### src/rtl/penta_pkg.sv
package penta_pkg;

    localparam int OPERANDS  = 5;
    localparam int CNT_BITS  = 4;

    typedef logic [CNT_BITS-1:0] cnt_t;
    typedef logic [OPERANDS-1:0] col_t;

endpackage

### src/rtl/penta_fa.sv
module penta_fa (
    input  logic in_x,
    input  logic in_y,
    input  logic in_z,
    output logic sum_o,
    output logic cy_o
);

    assign sum_o = in_x ^ in_y ^ in_z;
    assign cy_o  = (in_x & in_y) | (in_z & (in_x ^ in_y));

endmodule

### src/rtl/penta_pair_count.sv
module penta_pair_count
    import penta_pkg::*;
(
    input  col_t w1_bits,
    input  col_t w2_bits,
    output cnt_t cnt
);

    // weight-1 column
    logic s_a, c_a, s_b, c_b;
    // weight-2 column
    logic s_c, c_c, s_d, c_d, s_e, c_e;
    // weight-4 column
    logic s_f, c_f;

    penta_fa u_fa_a (.in_x(w1_bits[0]), .in_y(w1_bits[1]), .in_z(w1_bits[2]),
                     .sum_o(s_a), .cy_o(c_a));
    penta_fa u_fa_b (.in_x(s_a), .in_y(w1_bits[3]), .in_z(w1_bits[4]),
                     .sum_o(s_b), .cy_o(c_b));

    penta_fa u_fa_c (.in_x(w2_bits[0]), .in_y(w2_bits[1]), .in_z(w2_bits[2]),
                     .sum_o(s_c), .cy_o(c_c));
    penta_fa u_fa_d (.in_x(w2_bits[3]), .in_y(w2_bits[4]), .in_z(c_a),
                     .sum_o(s_d), .cy_o(c_d));
    penta_fa u_fa_e (.in_x(s_c), .in_y(s_d), .in_z(c_b),
                     .sum_o(s_e), .cy_o(c_e));

    penta_fa u_fa_f (.in_x(c_c), .in_y(c_d), .in_z(c_e),
                     .sum_o(s_f), .cy_o(c_f));

    assign cnt = {c_f, s_f, s_e, s_b};

endmodule

### src/rtl/penta_compress.sv
module penta_compress
    import penta_pkg::*;
#(
    parameter int WIDTH = 16
) (
    input  logic [WIDTH-1:0] op_a,
    input  logic [WIDTH-1:0] op_b,
    input  logic [WIDTH-1:0] op_c,
    input  logic [WIDTH-1:0] op_d,
    input  logic [WIDTH-1:0] op_e,
    output logic [WIDTH-1:0] sum_word,
    output logic [WIDTH-1:0] shift_word
);

    localparam int CELLS = WIDTH / 2;

    cnt_t cell_cnt [CELLS];

    assign shift_word[1:0] = 2'b00;

    for (genvar j = 0; j < CELLS; j++) begin : g_cell
        col_t lo_col, hi_col;

        assign lo_col = {op_e[2*j],   op_d[2*j],   op_c[2*j],   op_b[2*j],   op_a[2*j]};
        assign hi_col = {op_e[2*j+1], op_d[2*j+1], op_c[2*j+1], op_b[2*j+1], op_a[2*j+1]};

        penta_pair_count u_cnt (
            .w1_bits (lo_col),
            .w2_bits (hi_col),
            .cnt     (cell_cnt[j])
        );

        assign sum_word[2*j+1:2*j] = cell_cnt[j][1:0];

        if (j < CELLS - 1) begin : g_route
            assign shift_word[2*j+3:2*j+2] = cell_cnt[j][3:2];
        end else begin : g_drop
            logic [1:0] unused_top_bits;
            assign unused_top_bits = cell_cnt[j][3:2];
        end
    end

endmodule

### config.mk
export PLATFORM = sky130hd
export DESIGN_NAME = penta_compress
export DESIGN_NICKNAME = d
export VERILOG_FILES = /design/src/rtl/penta_pkg.sv /design/src/rtl/penta_fa.sv /design/src/rtl/penta_pair_count.sv /design/src/rtl/penta_compress.sv
export SDC_FILE = /design/constraint.sdc
export NUM_CORES = 1
export LEC_CHECK = 0
export ABC_AREA = 1
export BUFFER_PORTS_ARGS = -buffer_cell sky130_fd_sc_hd__buf_2
export CORE_ASPECT_RATIO = 0.75
export CORE_MARGIN = 4
export CORE_UTILIZATION = 40
export DETAILED_ROUTE_END_ITERATION = 8
export PLACE_DENSITY = 0.79
export SLEW_MARGIN = 25
export SYNTH_ARGS = -nofsm -noshare
export SYNTH_HDL_FRONTEND = slang
export SYNTH_SLANG_ARGS = --single-unit
### constraint.sdc
create_clock -name vclk -period 5.48
set_input_delay 0.274 -clock vclk [all_inputs]
set_output_delay 0.274 -clock vclk [all_outputs]
set_load 0.02 [all_outputs]
==> Yosys cells after proc, flatten, opt, wreduce, memory -nomap -nowiden <==
Index checks and enable logic that the tools add are counted.
{ "totals": {"out_inout_bits": 32, "wordCells": 226, "reg_bits": 0} }
{ "classes": {"bitwise_logic": 226} }
{ "op_table": {"columns": ["cell", "count"], "rows": [
  ["$xor A1 B1 Y1", 94],
  ["$and A1 B1 Y1", 88],
  ["$or A1 B1 Y1", 44]
]} }

==> Logic depth before layout (Yosys ltp) <==
{ "logic_depth": {"ltp_word": 9, "depth_mapped": 11, "ltp_nobuf": 10} }

==> Cells and area by module <==
Synthesis repeated with hierarchy kept, for this count alone.
{ "hier_totals": {"hier_cells": 83, "area_unflattened_um2": 1219.9} }
{ "by_module_without_submodules": {"columns": ["mod", "n_inst", "seq_area_each_um2", "area_each_um2", "cells_per_inst"], "rows": [
  ["penta_fa", 48, 0.0, 20.0, 1],
  ["penta_pair_count", 8, 0.0, 30.0, 4],
  ["penta_compress", 1, 0.0, 18.8, 3]
]} }

==> Worst setup path after synthesis <==
No wires, ideal clock.
{ "synth_timing": {"kind": "input -> output", "startpoint": "in op_a[8]", "endpoint": "out shift_word[10]", "required_time_ps": 5206, "n_path_buf": 1, "path_slack_ps": 3085, "t_arrival_ps": 2121, "cell_stages": 5, "path_cell_list": "fa_1 > fa_1 > fa_1 > fa_1 > buf_4"} }
{ "synth_between": {"elab_chain_cells": 8, "elab_cells_between_ends": 18, "classes_between": "18 x bitwise"} }
{ "synth_lines": {"columns": ["element", "line_no", "source"], "rows": [
  ["start, declared", "penta_compress.sv:6", "input logic [WIDTH-1:0] op_a,"],
  ["$xor A1 B1 Y1", "penta_fa.sv:9, penta_fa.sv:10", null],
  ["$xor A1 B1 Y1 / $and A1 B1 Y1 (equally long branches)", "penta_fa.sv:9, penta_fa.sv:10", null],
  ["$xor A1 B1 Y1 / $or A1 B1 Y1 (equally long branches)", "penta_fa.sv:10", "assign cy_o = (in_x & in_y) | (in_z & (in_x ^ in_y));"],
  ["$and A1 B1 Y1 / $xor A1 B1 Y1 (equally long branches)", "penta_fa.sv:10, penta_fa.sv:9", null],
  ["$or A1 B1 Y1 / $xor A1 B1 Y1 (equally long branches)", "penta_fa.sv:10", null],
  ["$and A1 B1 Y1", "penta_fa.sv:10", null],
  ["$or A1 B1 Y1", "penta_fa.sv:10", null],
  ["$xor A1 B1 Y1 (*)", "penta_fa.sv:9", "assign sum_o = in_x ^ in_y ^ in_z;"],
  ["end, declared", "penta_compress.sv:12", "output logic [WIDTH-1:0] shift_word"]
]} }
Every way passes the cells marked *; elsewhere a longest branch is shown, timed or not.

==> Final worst setup path <==
{ "layout_timing": {"startpoint": "in op_a[6]", "endpoint": "out shift_word[8]"} }
The elaborated chain is that of the path after synthesis.

==> results_dict.tcl <==
set metrics [dict create \
    place_congestion 0.750 \
    cp.required_ps 5210 \
    finalHoldViolCount 0 \
    ys_seq_area_frac 0 \
    period_share 0.474 \
    totalWireLength_um 3010 \
    cp_common_cell "fa_1" \
    drive_gt1_frac 0.437 \
    fin_hold_ws_ps 936 \
    p_seq_frac 0 \
    slowest_stage "fa_1" \
    synth_warnings 0 \
    die_h_um 61.7 \
    hold_buffers 0 \
    p_sw_frac 0.626 \
    post-dp-hpwl_um 3070 \
    switching_power_mw 0.203 \
    maxCapViolations 0 \
    seq_cell_count 0 \
    setup_slack_ps 2880 \
    register_area_sq_um 0 \
    critPathKind "input pin to primary output" \
    clkbuf_count 0 \
    syn_inst 184 \
    drt-initial-drc-count 8 \
    finalPower_mw 0.323 \
    p_leak_nw 1.26 \
    peakVddDrop_uv 103 \
    finalSetupViolCount 0 \
    io_pins 112 \
    netlist_area_sq_um 1540 \
    firstDrtPassIters 4 \
    fmax_ghz 0.385 \
    drc 0 \
    grt_pass1_wl_um 5000 \
    synthToLayoutAreaGrowth_pct 24.6 \
    vias 1226 \
    holdCritPathClass "input pin to primary output" \
    p_per_area_nw_per_um2 169 \
    grt_antenna_before_repair 0 \
    fp.dieW_um 79.7 \
    combPwrFrac 1.000 \
    io_buffers 110 \
    tns_ps 0 \
    crit_arrival_ps 2320 \
    fin_util 0.521 \
    grtUsageTotal 0.124 \
    slowest_delay_ps 490 \
    diodes 0 \
    rsz0062_at_grt "false" \
    crit_chain "buf_2, fa_1, fa_1, fa_1, fa_1, buf_2" \
    die_area_sq_um 4920 \
    coreArea_sq_um 3680 \
    first_global_vias 1303 \
    status "finished clean" \
    synth.distinct_cells 8 \
    overflow 0 \
    cp-end-kind "primary output" \
    dp_slack_ps 2850 \
    row_count 19 \
    vias_per_cell 3.89 \
    worstPathMaxFanout 1 \
    avgSynthCellArea_sq_um 8.37 \
    ant_nets 0 \
    post_cts_buffers 0 \
    slew_violations 0 \
    period_needed_ps 2600 \
    fin_nets 389 \
    start_util 0.418 \
    ctsResizeCount 0 \
    p_int_mw 0.121 \
    p_clk_frac 0 \
    routedWlPerCell_um 9.56 \
    grt_max_degree 4 \
    start_kind "input pin" \
]
==> stage by stage <==
step / std cells / area (sq um)
floorplan: 185 / 1540
global route: 315 / 1920
finish: 315 / 1920
CTS: 315 / 1920
global placement: 315 / 1920
detailed placement: 315 / 1920
==> worst max-delay path, delay by kind of cell <==
family	cells	cell delay, ps
fa+ha+maj	4	1790
buf+inv	2	270
==> final timing paths <==
| path | cells after the start | slack, ps | end | startpoint |
|---|---|---|---|---|
| worst min-delay path | 3 | 940 | sum_word[12] | op_e[12] |
| worst max-delay path | 6 | 2880 | shift_word[8] | op_a[6] |
==> power groups by stage <==
stage	Clock (mW)	Sequential, mW	Combinational (mW)
2_1_floorplan	0	0	0.306
3_3_place_gp	0	0	0.323
3_5_place_dp	0	0	0.332
4_1_cts	0	0	0.333
5_1_grt	0	0	0.370
6_report	0	0	0.323
==> routing by layer <==
layer | wire length [um] | GRT usage | vias up
li1 | - | - | 605
met1 | 999 | 0.139 | 578
met2 | 1780 | 0.265 | 41
met3 | 208 | 0.0144 | 2
met4 | 20 | 0.00735 | 0
met5 | 0 | 0 | -
==> placed cells by master, fill, tap and decap left out <==
cell,count
conb_1,2
inv_2,2
nand3_1,5
fa_1,44
buf_2,110
inv_1,75
nand2_1,22
nand2_2,3
==> logic make-up (layout without fill, tap and decap cells) <==
| kind of cell | after synthesis | after routing | share of synthesized area |
|---|---|---|---|
| adders and majority gates | 44 | 44 | 0.572 |
| buffers and inverters | 109 | 187 | 0.344 |
| other | 1 | 2 | 0.00243 |
| and+or+nand+nor | 30 | 30 | 0.0820 |
==> cells in the mapped netlist <==
master,number,share of area
fa_1,44,0.57
nand2_1,22,0.054
inv_2,2,0.0049
buf_4,32,0.16
nand2_2,3,0.012
nand3_1,5,0.016
inv_1,75,0.18
conb_1,1,0.0024
==> final cells by class <==
type,instances,area (sq um)
fillers,377,1770
multi-input cells,76,1010
repair buffers,110,551
inverters,77,289
well taps,52,65.1
No activity file was read; power rests on OpenSTA's default activity.
